==> src/rtl/sfs_pkg.sv <==
package sfs_pkg;

    localparam logic [7:0] OPC_WREN  = 8'h06;
    localparam logic [7:0] OPC_WRDI  = 8'h04;
    localparam logic [7:0] OPC_RDSR  = 8'h05;
    localparam logic [7:0] OPC_SERASE = 8'hD7;
    localparam logic [7:0] OPC_WPROG = 8'hAD;

    typedef enum logic [2:0] {
        FR_WREN,
        FR_WRDI,
        FR_STAT,
        FR_ERASE,
        FR_PROG_FIRST,
        FR_PROG_NEXT
    } frame_e;

    typedef enum logic [2:0] {
        SQ_IDLE,
        SQ_FETCH,
        SQ_XFER,
        SQ_CSGAP,
        SQ_WAIT
    } seq_e;

    typedef struct packed {
        logic [23:0] addr;
        logic [7:0]  d0;
        logic [7:0]  d1;
    } frame_ctx_t;

    function automatic logic [2:0] frame_len(frame_e f);
        case (f)
            FR_STAT:       return 3'd2;
            FR_ERASE:      return 3'd4;
            FR_PROG_FIRST: return 3'd6;
            FR_PROG_NEXT:  return 3'd3;
            default:       return 3'd1;
        endcase
    endfunction

    function automatic logic [7:0] frame_byte(frame_e f, logic [2:0] idx, frame_ctx_t c);
        logic [7:0] b;
        b = 8'h00;
        case (f)
            FR_WREN: b = OPC_WREN;
            FR_WRDI: b = OPC_WRDI;
            FR_STAT: b = (idx == 3'd0) ? OPC_RDSR : 8'h00;
            FR_ERASE, FR_PROG_FIRST: begin
                case (idx)
                    3'd0: b = (f == FR_ERASE) ? OPC_SERASE : OPC_WPROG;
                    3'd1: b = c.addr[23:16];
                    3'd2: b = c.addr[15:8];
                    3'd3: b = c.addr[7:0];
                    3'd4: b = c.d0;
                    default: b = c.d1;
                endcase
            end
            FR_PROG_NEXT: begin
                case (idx)
                    3'd0: b = OPC_WPROG;
                    3'd1: b = c.d0;
                    default: b = c.d1;
                endcase
            end
            default: b = 8'h00;
        endcase
        return b;
    endfunction

    function automatic logic status_ok(logic [7:0] s, logic want_wel);
        if (want_wel) return (s[1:0] == 2'b10);
        return !s[0];
    endfunction

endpackage

==> src/rtl/sfs_byte_shifter.sv <==
module sfs_byte_shifter #(
    parameter int DIV_W = 8
) (
    input  logic             clk,
    input  logic             rst,
    input  logic [DIV_W-1:0] div,
    input  logic             load,
    input  logic [7:0]       tx,
    input  logic             miso,
    output logic             sck,
    output logic             mosi,
    output logic             busy,
    output logic             done,
    output logic [7:0]       rx
);
    logic [DIV_W-1:0] tick_cnt;
    logic [2:0]       bit_cnt;
    logic             phase;
    logic             active;
    logic [7:0]       sh;
    logic             tick;

    assign tick = active && (tick_cnt == div);

    always_ff @(posedge clk) begin
        if (rst) begin
            tick_cnt <= '0;
            bit_cnt  <= '0;
            phase    <= 1'b0;
            active   <= 1'b0;
            sh       <= '0;
            rx       <= '0;
            done     <= 1'b0;
        end else begin
            done <= 1'b0;
            if (load && !active) begin
                active   <= 1'b1;
                sh       <= tx;
                bit_cnt  <= '0;
                phase    <= 1'b0;
                tick_cnt <= '0;
            end else if (active) begin
                if (tick) begin
                    tick_cnt <= '0;
                    if (!phase) begin
                        phase <= 1'b1;
                        rx    <= {rx[6:0], miso};
                    end else begin
                        phase <= 1'b0;
                        if (bit_cnt == 3'd7) begin
                            active <= 1'b0;
                            done   <= 1'b1;
                        end else begin
                            bit_cnt <= bit_cnt + 3'd1;
                            sh      <= {sh[6:0], 1'b0};
                        end
                    end
                end else begin
                    tick_cnt <= tick_cnt + 1'b1;
                end
            end
        end
    end

    assign sck  = phase;
    assign mosi = sh[7];
    assign busy = active;

endmodule

==> src/rtl/sfs_poll_timer.sv <==
module sfs_poll_timer #(
    parameter int POLL_GAP   = 1500,
    parameter int POLL_LIMIT = 1334
) (
    input  logic clk,
    input  logic rst,
    input  logic clear,
    input  logic miss,
    output logic last_try,
    output logic gap_done
);
    localparam int GAP_W = $clog2(POLL_GAP + 1);
    localparam int LIM_W = $clog2(POLL_LIMIT + 1);

    logic [LIM_W-1:0] misses;
    logic [GAP_W-1:0] gcnt;
    logic             waiting;

    always_ff @(posedge clk) begin
        if (rst || clear) begin
            misses  <= '0;
            gcnt    <= '0;
            waiting <= 1'b0;
        end else if (miss) begin
            misses  <= misses + 1'b1;
            gcnt    <= '0;
            waiting <= 1'b1;
        end else if (waiting) begin
            if (gcnt == GAP_W'(POLL_GAP - 1)) waiting <= 1'b0;
            else gcnt <= gcnt + 1'b1;
        end
    end

    assign gap_done = waiting && (gcnt == GAP_W'(POLL_GAP - 1));
    assign last_try = (misses == LIM_W'(POLL_LIMIT - 1));

endmodule

==> src/rtl/spi_flash_seq.sv <==
module spi_flash_seq
    import sfs_pkg::*;
#(
    parameter int DIV_W        = 8,
    parameter int LEN_W        = 16,
    parameter int POLL_GAP     = 1500,
    parameter int POLL_LIMIT   = 1334,
    parameter int SECTOR_BYTES = 1024
) (
    input  logic             clk,
    input  logic             rst,
    input  logic             start,
    input  logic             op_prog,
    input  logic [23:0]      addr,
    input  logic [LEN_W-1:0] len,
    input  logic [DIV_W-1:0] clk_div,
    input  logic [7:0]       wr_data,
    input  logic             wr_valid,
    output logic             wr_ready,
    output logic             spi_cs_n,
    output logic             spi_sck,
    output logic             spi_mosi,
    input  logic             spi_miso,
    output logic             busy,
    output logic             done,
    output logic             error,
    output logic             timeout_flag
);
    localparam int SECT_SHIFT = $clog2(SECTOR_BYTES);
    localparam int SECT_CNT_W = LEN_W + 1 - SECT_SHIFT;

    seq_e       state;
    frame_e     frame, prev_frame;
    frame_ctx_t ctx;
    logic       is_prog, issued, want_wel, fetch_hi, first_word;
    logic [2:0] byte_idx;
    logic [7:0] stat_q;
    logic       cs_n_q, done_q, err_q, tmo_q;
    logic [SECT_CNT_W-1:0] sectors_left;
    logic [LEN_W-1:0]      words_left;

    logic       eng_load, eng_busy, eng_done;
    logic [7:0] eng_tx, eng_rx;
    logic       tmr_clear, tmr_miss, last_try, gap_done, stat_good;
    logic [LEN_W:0] len_round;
    logic [SECT_CNT_W-1:0] sect_req;
    logic       bad_req;

    assign len_round = {1'b0, len} + (LEN_W+1)'(SECTOR_BYTES - 1);
    assign sect_req  = len_round[LEN_W:SECT_SHIFT];
    assign bad_req   = (len == '0) || (op_prog && len[0]);

    assign eng_load  = (state == SQ_XFER) && !issued;
    assign eng_tx    = frame_byte(frame, byte_idx, ctx);
    assign stat_good = status_ok(stat_q, want_wel);
    assign tmr_clear = (state == SQ_CSGAP) && (frame != FR_STAT);
    assign tmr_miss  = (state == SQ_CSGAP) && (frame == FR_STAT) && !stat_good && !last_try;

    sfs_byte_shifter #(.DIV_W(DIV_W)) u_shift (
        .clk  (clk),
        .rst  (rst),
        .div  (clk_div),
        .load (eng_load),
        .tx   (eng_tx),
        .miso (spi_miso),
        .sck  (spi_sck),
        .mosi (spi_mosi),
        .busy (eng_busy),
        .done (eng_done),
        .rx   (eng_rx)
    );

    sfs_poll_timer #(.POLL_GAP(POLL_GAP), .POLL_LIMIT(POLL_LIMIT)) u_timer (
        .clk      (clk),
        .rst      (rst),
        .clear    (tmr_clear),
        .miss     (tmr_miss),
        .last_try (last_try),
        .gap_done (gap_done)
    );

    always_ff @(posedge clk) begin
        if (rst) begin
            state        <= SQ_IDLE;
            frame        <= FR_WREN;
            prev_frame   <= FR_WREN;
            ctx          <= '0;
            is_prog      <= 1'b0;
            issued       <= 1'b0;
            want_wel     <= 1'b0;
            fetch_hi     <= 1'b0;
            first_word   <= 1'b0;
            byte_idx     <= '0;
            stat_q       <= '0;
            cs_n_q       <= 1'b1;
            done_q       <= 1'b0;
            err_q        <= 1'b0;
            tmo_q        <= 1'b0;
            sectors_left <= '0;
            words_left   <= '0;
        end else begin
            done_q <= 1'b0;
            err_q  <= 1'b0;
            case (state)
                SQ_IDLE: begin
                    cs_n_q <= 1'b1;
                    if (start) begin
                        if (bad_req) begin
                            err_q <= 1'b1;
                        end else begin
                            is_prog      <= op_prog;
                            ctx.addr     <= addr;
                            words_left   <= len >> 1;
                            sectors_left <= sect_req;
                            frame        <= FR_WREN;
                            byte_idx     <= '0;
                            issued       <= 1'b0;
                            state        <= SQ_XFER;
                        end
                    end
                end
                SQ_FETCH: begin
                    if (wr_valid) begin
                        if (!fetch_hi) begin
                            ctx.d0   <= wr_data;
                            fetch_hi <= 1'b1;
                        end else begin
                            ctx.d1     <= wr_data;
                            fetch_hi   <= 1'b0;
                            words_left <= words_left - LEN_W'(1);
                            frame      <= first_word ? FR_PROG_FIRST : FR_PROG_NEXT;
                            byte_idx   <= '0;
                            issued     <= 1'b0;
                            state      <= SQ_XFER;
                        end
                    end
                end
                SQ_XFER: begin
                    cs_n_q <= 1'b0;
                    if (eng_load) issued <= 1'b1;
                    if (eng_done) begin
                        if (byte_idx == frame_len(frame) - 3'd1) begin
                            cs_n_q <= 1'b1;
                            stat_q <= eng_rx;
                            state  <= SQ_CSGAP;
                            if (frame == FR_ERASE)
                                sectors_left <= sectors_left - SECT_CNT_W'(1);
                        end else begin
                            byte_idx <= byte_idx + 3'd1;
                            issued   <= 1'b0;
                        end
                    end
                end
                SQ_CSGAP: begin
                    cs_n_q   <= 1'b1;
                    byte_idx <= '0;
                    issued   <= 1'b0;
                    if (frame != FR_STAT) begin
                        prev_frame <= frame;
                        want_wel   <= (frame == FR_WREN);
                        frame      <= FR_STAT;
                        state      <= SQ_XFER;
                    end else if (stat_good) begin
                        case (prev_frame)
                            FR_WREN: begin
                                if (is_prog) begin
                                    first_word <= 1'b1;
                                    fetch_hi   <= 1'b0;
                                    state      <= SQ_FETCH;
                                end else begin
                                    frame <= FR_ERASE;
                                    state <= SQ_XFER;
                                end
                            end
                            FR_PROG_FIRST, FR_PROG_NEXT: begin
                                if (words_left != '0) begin
                                    first_word <= 1'b0;
                                    fetch_hi   <= 1'b0;
                                    state      <= SQ_FETCH;
                                end else begin
                                    frame <= FR_WRDI;
                                    state <= SQ_XFER;
                                end
                            end
                            FR_WRDI: begin
                                if (!is_prog && sectors_left != '0) begin
                                    ctx.addr <= ctx.addr + 24'(SECTOR_BYTES);
                                    frame    <= FR_WREN;
                                    state    <= SQ_XFER;
                                end else begin
                                    done_q <= 1'b1;
                                    state  <= SQ_IDLE;
                                end
                            end
                            default: begin
                                frame <= FR_WRDI;
                                state <= SQ_XFER;
                            end
                        endcase
                    end else if (last_try) begin
                        err_q <= 1'b1;
                        tmo_q <= 1'b1;
                        state <= SQ_IDLE;
                    end else begin
                        state <= SQ_WAIT;
                    end
                end
                SQ_WAIT: begin
                    cs_n_q <= 1'b1;
                    if (gap_done) begin
                        frame <= FR_STAT;
                        state <= SQ_XFER;
                    end
                end
                default: state <= SQ_IDLE;
            endcase
        end
    end

    assign wr_ready     = (state == SQ_FETCH);
    assign spi_cs_n     = cs_n_q;
    assign busy         = (state != SQ_IDLE);
    assign done         = done_q;
    assign error        = err_q;
    assign timeout_flag = tmo_q;

endmodule

==> config.mk <==
export PLATFORM = sky130hd
export DESIGN_NAME = spi_flash_seq
export DESIGN_NICKNAME = d
export VERILOG_FILES = /design/src/rtl/sfs_pkg.sv /design/src/rtl/sfs_byte_shifter.sv /design/src/rtl/sfs_poll_timer.sv /design/src/rtl/spi_flash_seq.sv
export SDC_FILE = /design/constraint.sdc
export NUM_CORES = 1
export LEC_CHECK = 0
export ABC_AREA = 1
export BUFFER_PORTS_ARGS = -buffer_cell sky130_fd_sc_hd__buf_2
export CAP_MARGIN = 40
export CORE_MARGIN = 5
export CORE_UTILIZATION = 45
export DETAILED_ROUTE_END_ITERATION = 16
export GPL_ROUTABILITY_DRIVEN = 0
export GPL_TIMING_DRIVEN = 0
export PLACE_DENSITY_LB_ADDON = 0.08
export SYNTH_ARGS = -nofsm -noshare
export SYNTH_HDL_FRONTEND = slang
export SYNTH_SLANG_ARGS = --single-unit
==> constraint.sdc <==
create_clock -name clk -period 4.8 [get_ports clk]
set_input_delay 0.24 -clock clk [delete_from_list [all_inputs] [get_ports clk]]
set_output_delay 0.24 -clock clk [all_outputs]
set_load 0.01 [all_outputs]
==> results.json, run 1 <==
{
  "status": "finished, final reports clean",
  "holdWs_ps": 55.9,
  "power_frac_clock": 0.270,
  "final.setup.worst_slack_ps": 2390,
  "cap_viol_max_count": 0,
  "die-area_mm2": 0.0209,
  "synthesis.area_mm2": 0.00814,
  "cts_tree": "built",
  "first_pass_iters": 5,
  "avgSynthCellArea_um2": 6.12,
  "io_pins": 70,
  "tns_ps": 0,
  "cp_num_buf_inv": 1,
  "ys_top_cells_by_area": "dfxtp_1, nand2_1, nor2_1, inv_1, o21ai_0",
  "ys_ff_latch": 133,
  "fmax_mhz": 414,
  "grt_pass1_wl_um": 37000,
  "worstPathArrival_ps": 2730,
  "num_rows": 49,
  "ant_nets": 0,
  "ir_drop_mv": 0.295,
  "grt-ovfl-total": 0,
  "grt_pass1_vias": 7472,
  "fin_nets": 1495,
  "die_h_um": 144,
  "power_density_mw_per_mm2": 556,
  "seq_area_frac_synth": 0.327,
  "synthFlopType": "dfxtp_1",
  "vias_per_cell": 5.02,
  "cts_buffers": 17,
  "synth_top_area_share": 0.327,
  "hold_viol_final": 0,
  "synth_edf_count": 0,
  "drt-initial-drc-count": 537,
  "layout-drive-gt1-share": 0.114,
  "min-delay-path-class": "in -> reg",
  "post-dp-hpwl_um": 17300,
  "synth-warning-count": 0,
  "end_kind": "flip-flop",
  "switching_share": 0.430,
  "ys_types": 43,
  "dpl_worst_slack_ps": 2430,
  "fin_crit_sh": 0.503,
  "synth_top_area_cell": "dfxtp_1",
  "internal_power_mw": 2.98,
  "core_area_mm2": 0.0179,
  "antenna_cells": 0,
  "cp_max_fo": 9,
  "cts.path.max_buffers": 2,
  "clock_tree.root_cell": "clkbuf_16",
  "syn_to_final_growth_pct": 15.5,
  "routed_wl_um": 22600,
  "grt_start_max_net_pins": 17,
  "rsz0062_at_grt": "no",
  "syn-num-nets": 1408,
  "setup_viol": 0,
  "track_usage": 0.220,
  "numPortBuffers": 68,
  "routedWlPerCell_um": 13.7,
  "cp_slowest_cell": "dfxtp_1",
  "cts-htree-levels": 4,
  "startpoint_type": "flip-flop",
  "ys_async_sr_fraction": 0,
  "drc": 0,
  "combPwrFrac": 0.437,
  "cts_setup_buffers": 0,
  "initial_core_util": 0.455,
  "via_count": 8310,
  "seqPwrFrac": 0.293,
  "relSlewSlack": 0.574,
  "cts_resized": 0,
  "crit_cells": 13,
  "antenna_found_initial": 0,
  "die_width_um": 144,
  "cp_cell_sequence": "inv_1 > nand2_1 > nor2_1 > nor2_1 > ha_1 > xor2_1 > nand2_1 > nor2_1 > nand3_1 > nand2_2 > nand2_2 > o21ai_0 > nor2_1",
  "switchingPower_mw": 2.25,
  "path_delay_family": "simple AND/OR/NAND/NOR gates",
  "crit_type": "reg -> reg",
  "insertion_delay_ps": 420,
  "drv_slew": 0,
  "hold_buffers": 0,
  "tightest_slew_ps": 639,
  "clk_pin_slew_ps": 60,
  "hold_depth": 3,
  "cts.sinks": 133,
  "synth_cells": 1329,
  "r2r_cells": 13,
  "period_minus_slack_ps": 2410,
  "finClkSkew_ps": 11.4,
  "leakage_nw": 4.26,
  "slowest_delay_ps": 390,
  "worstPathRequired_ps": 5110,
  "cpMostUsedCell": "nor2_1"
}
-- worst min-delay path, delay by kind of cell --
kind                   cells  cell delay, ps
buffers and inverters      1              80
and+or+nand+nor            2             120
-- placed cells by master, fill, tap and decap left out, types with 6 or more instances in the layout --
cell / count
inv_2: 14
nor3_1: 25
nor2_1: 227
inv_1: 159
nand2_1: 355
nand2_2: 9
xnor2_1: 8
o211ai_1: 6
dfxtp_1: 133
or2_2: 6
clkbuf_1: 15
ha_1: 17
buf_2: 80
nand3_1: 71
a21oi_1: 78
clkbuf_16: 17
xor2_1: 17
o21ai_0: 98
nor2_2: 7
o22ai_1: 6
nand4_1: 20
-- synth_stat cells (2+ instances only) --
cell type / number
a21boi_0: 2
a21oi_1: 78
buf_1: 3
buf_2: 12
buf_4: 3
clkbuf_1: 14
dfxtp_1: 133
ha_1: 17
inv_1: 159
inv_2: 14
nand2_1: 355
nand2_2: 9
nand3_1: 71
nand3_2: 2
nand3b_1: 2
nand4_1: 20
nor2_1: 227
nor2_2: 7
nor2_4: 4
nor3_1: 25
nor3b_1: 2
nor4_1: 4
o211ai_1: 6
o21a_1: 4
o21ai_0: 98
o21ai_1: 3
o21ai_2: 2
o22ai_1: 6
o31ai_1: 4
o32ai_1: 2
or2_2: 6
xnor2_1: 8
xor2_1: 17
-- routing by layer --
| layer | vias up | GRT usage | wire, µm |
|---|---|---|---|
| met5 | - | 0 | 0 |
| met4 | 0 | 0.0461 | 298 |
| met3 | 20 | 0.0387 | 869 |
| met2 | 157 | 0.364 | 10500 |
| met1 | 3721 | 0.303 | 10900 |
| li1 | 4412 | - | - |
-- final timing paths --
kind,startpoint,to,slack [ps]
setup / recovery,frame[2],sectors_left[6],2390
hold / removal,wr_data[4],ctx[4],60
setup reg to reg,frame[2],sectors_left[6],2390
hold reg to reg,u_shift.rx[1],u_shift.rx[1],440
-- kinds of logic (layout without fill, tap and decap cells) --
logic type               Yosys count  in the layout  synth area share
AND/OR/NAND/NOR                  737            737             0.381
XOR/XNOR                          25             25            0.0269
adder cells (fa/ha/maj)           17             17            0.0261
flip-flops                       133            133             0.327
AO/OA/AOI/OAI                    210            210             0.139
buffers and inverters            207            306            0.0999
-- power groups by stage --
stage	Clock [mW]	Sequential (mW)	Combinational (mW)
2_1_floorplan	0	1.50	1.72
3_3_place_gp	0	1.55	2.25
3_5_place_dp	0	1.55	2.26
4_1_cts	1.44	1.53	2.27
5_1_grt	1.49	1.56	2.61
6_report	1.41	1.53	2.28
-- sequential cells by signal, summed over array words and instances, names as in the netlist, 3 cells and up --
register / flops
u_timer.gcnt: 11
ctx: 40
u_shift.tick_cnt: 8
frame: 3
u_shift.sh: 8
words_left: 16
state: 3
u_shift.bit_cnt: 3
prev_frame: 3
u_timer.misses: 11
byte_idx: 3
sectors_left: 7
-- stage by stage --
| stage | util | power (mW) | cells | instance area [µm²] |
|---|---|---|---|---|
| floorplan | - | 3.22 | 1329 | 8140 |
| global placement | 0.490 | 3.80 | 1626 | 8760 |
| CTS | 0.525 | 5.24 | 1657 | 9400 |
| detailed placement | 0.490 | 3.81 | 1626 | 8760 |
| global route | 0.525 | 5.67 | 1657 | 9400 |
| finish | 0.525 | 5.22 | 1657 | 9400 |
-- cell type report --
class                      instances  area, µm²
buffer                            33        158
inverter                         174        656
sequential                       133       2660
clock buffer                      20        457
clock inverter                    11        175
timing repair buffer              68        340
fill                            1868       8510
multi-input combinational        989       4660
tap                              229        287
Note: power is estimated with default switching activity, not from simulation.
==> run 2, diff against run 1 <==
clock period = 2.1 ns   (was 4.8 ns; I/O delays follow)
==> run 2 against run 1 <==
Net effect: clock power is 130% higher; critical endpoint is now stat_q[1]; first-iteration DRC count is 9.9% lower; wire length is 1.5% higher; non-clock buffer count is 28 higher; sequential share of layout area is 0.90 points lower; register-to-register slack worse by 2300 ps.
==> results.json, run 2 (synthesis results as in run 1) <==
{
  "status": "finished, final reports clean",
  "ir_drop_mv": 0.696,
  "power_density_mw_per_mm2": 1250,
  "cts.sinks": 133,
  "fin_area_mm2": 0.00975,
  "core_area_mm2": 0.0179,
  "numPortBuffers": 68,
  "routedWlPerCell_um": 13.6,
  "dpl_worst_slack_ps": -274,
  "routed_wl_um": 23000,
  "final.setup.worst_slack_ps": 117,
  "layout-drive-gt1-share": 0.133,
  "fin_crit_sh": 0.944,
  "finClkSkew_ps": 12.5,
  "worstPathArrival_ps": 2330,
  "regMostFlops": "ctx",
  "setup_viol": 0,
  "num_rows": 49,
  "startpoint_type": "flip-flop",
  "min-delay-path-class": "in -> reg",
  "holdWs_ps": 12.4,
  "grt_pass1_wl_um": 37400,
  "die-area_mm2": 0.0209,
  "relSlewSlack": 0.570,
  "fin_nets": 1523,
  "cts.path.max_buffers": 2,
  "antenna_found_initial": 0,
  "leakage_nw": 4.40,
  "place_area_mm2": 0.00876,
  "vias_per_cell": 4.99,
  "top_regs": "ctx x40, words_left x16",
  "hold_viol_final": 0,
  "layout_common_cells": "nand2_1, nor2_1, inv_1",
  "slowest_delay_ps": 370,
  "insertion_delay_ps": 420,
  "drc": 0,
  "drt-initial-drc-count": 484,
  "cts-htree-levels": 4,
  "final_common_cell": "nand2_1",
  "syn_to_final_growth_pct": 19.8,
  "via_count": 8407,
  "period_minus_slack_ps": 1980,
  "worstPathRequired_ps": 2440,
  "crit_type": "reg -> reg",
  "cp_cell_sequence": "inv_2 > nand2_4 > nor2_2 > nor2_1 > ha_1 > xor2_1 > nand2_1 > nor2_4 > nand4_1 > buf_4 > a21oi_1",
  "cp_max_fo": 6,
  "min_from": "addr[5]",
  "tightest_slew_ps": 645,
  "cp_slowest_cell": "dfxtp_4",
  "cap_viol_max_count": 0,
  "path_delay_family": "simple AND/OR/NAND/NOR gates",
  "clock_tree.root_cell": "clkbuf_16",
  "rrSetupSlack_ps": 120,
  "initial_core_util": 0.455,
  "post-dp-hpwl_um": 17300,
  "grt-ovfl-total": 0,
  "io_pins": 70,
  "cp_num_buf_inv": 2,
  "antenna_cells": 0,
  "end_kind": "flip-flop",
  "finalPower_mw": 12.2,
  "cts_tree": "built",
  "fmax_mhz": 504,
  "grt_start_max_net_pins": 17,
  "final_util": 0.544,
  "die_width_um": 144,
  "track_usage": 0.223,
  "cts_buffers": 17,
  "drv_slew": 0,
  "grt_pass1_vias": 7580,
  "largest_register_ffs": 40,
  "r2r-start": "frame[2]",
  "crit_start": "frame[2]",
  "first_pass_iters": 7,
  "die_h_um": 144,
  "ant_nets": 0,
  "clk_pin_slew_ps": 60
}
==> run 2: changes by cell type in the layout (fill, tap and decap cells not counted), sizes merged <==
cell         before  now
dlygate4sd3       0   17
buf              87   98
==> run 2: area by class of cell <==
class	instances	area, µm²
Clock inverter	11	175
Buffer	32	155
Inverter	174	658
Tap cell	229	287
Clock buffer	20	457
Multi-Input combinational cell	989	4740
Timing Repair Buffer	97	604
Sequential cell	133	2670
Fill cell	1831	8160
==> run 2: through the flow <==
step	setup TNS, ps	instances
after floorplan	0	1329
after global placement	-2730	1626
after detailed placement	-2810	1626
after CTS	0	1679
after global routing	-70.3	1685
final	0	1685
==> run 2: path summary, 6_finish.rpt <==
path	end	depth (start not counted)
max reg2reg	stat_q[1]	11
min reg2reg	u_shift.rx[1]	2
max	stat_q[1]	11
min	ctx[21]	5
==> run 2: worst min-delay path: stages <==
cell and delay [ps]:
buf_2 90, inv_1 40, o21ai_0 70, inv_1 60, nor2_1 30
==> run 2: power breakdown <==
part	total (mW)	switching, mW	internal, mW
clock	3.23	1.18	2.05
sequential	3.52	0.477	3.04
combinational	5.48	3.59	1.89
total	12.2	5.24	6.98
==> run 2: metal layers <==
layer,global-route usage,wire length (µm),part of all wire,up-vias
met3,0.0374,1000,0.044,16
met2,0.370,10800,0.47,179
met1,0.306,10900,0.47,3752
met4,0.0461,282,0.012,0
met5,0,0,0,-
li1,-,-,-,4460
==> run 2: what timing repair did <==
item                       in CTS  in global routing
pin swaps                       2                  7
setup buffers                   6                  6
cloned                          0                  0
hold endpoints to repair       25                  0
resized for setup               9                 23
setup endpoints to repair      21                 37
hold buffers                   17                  0
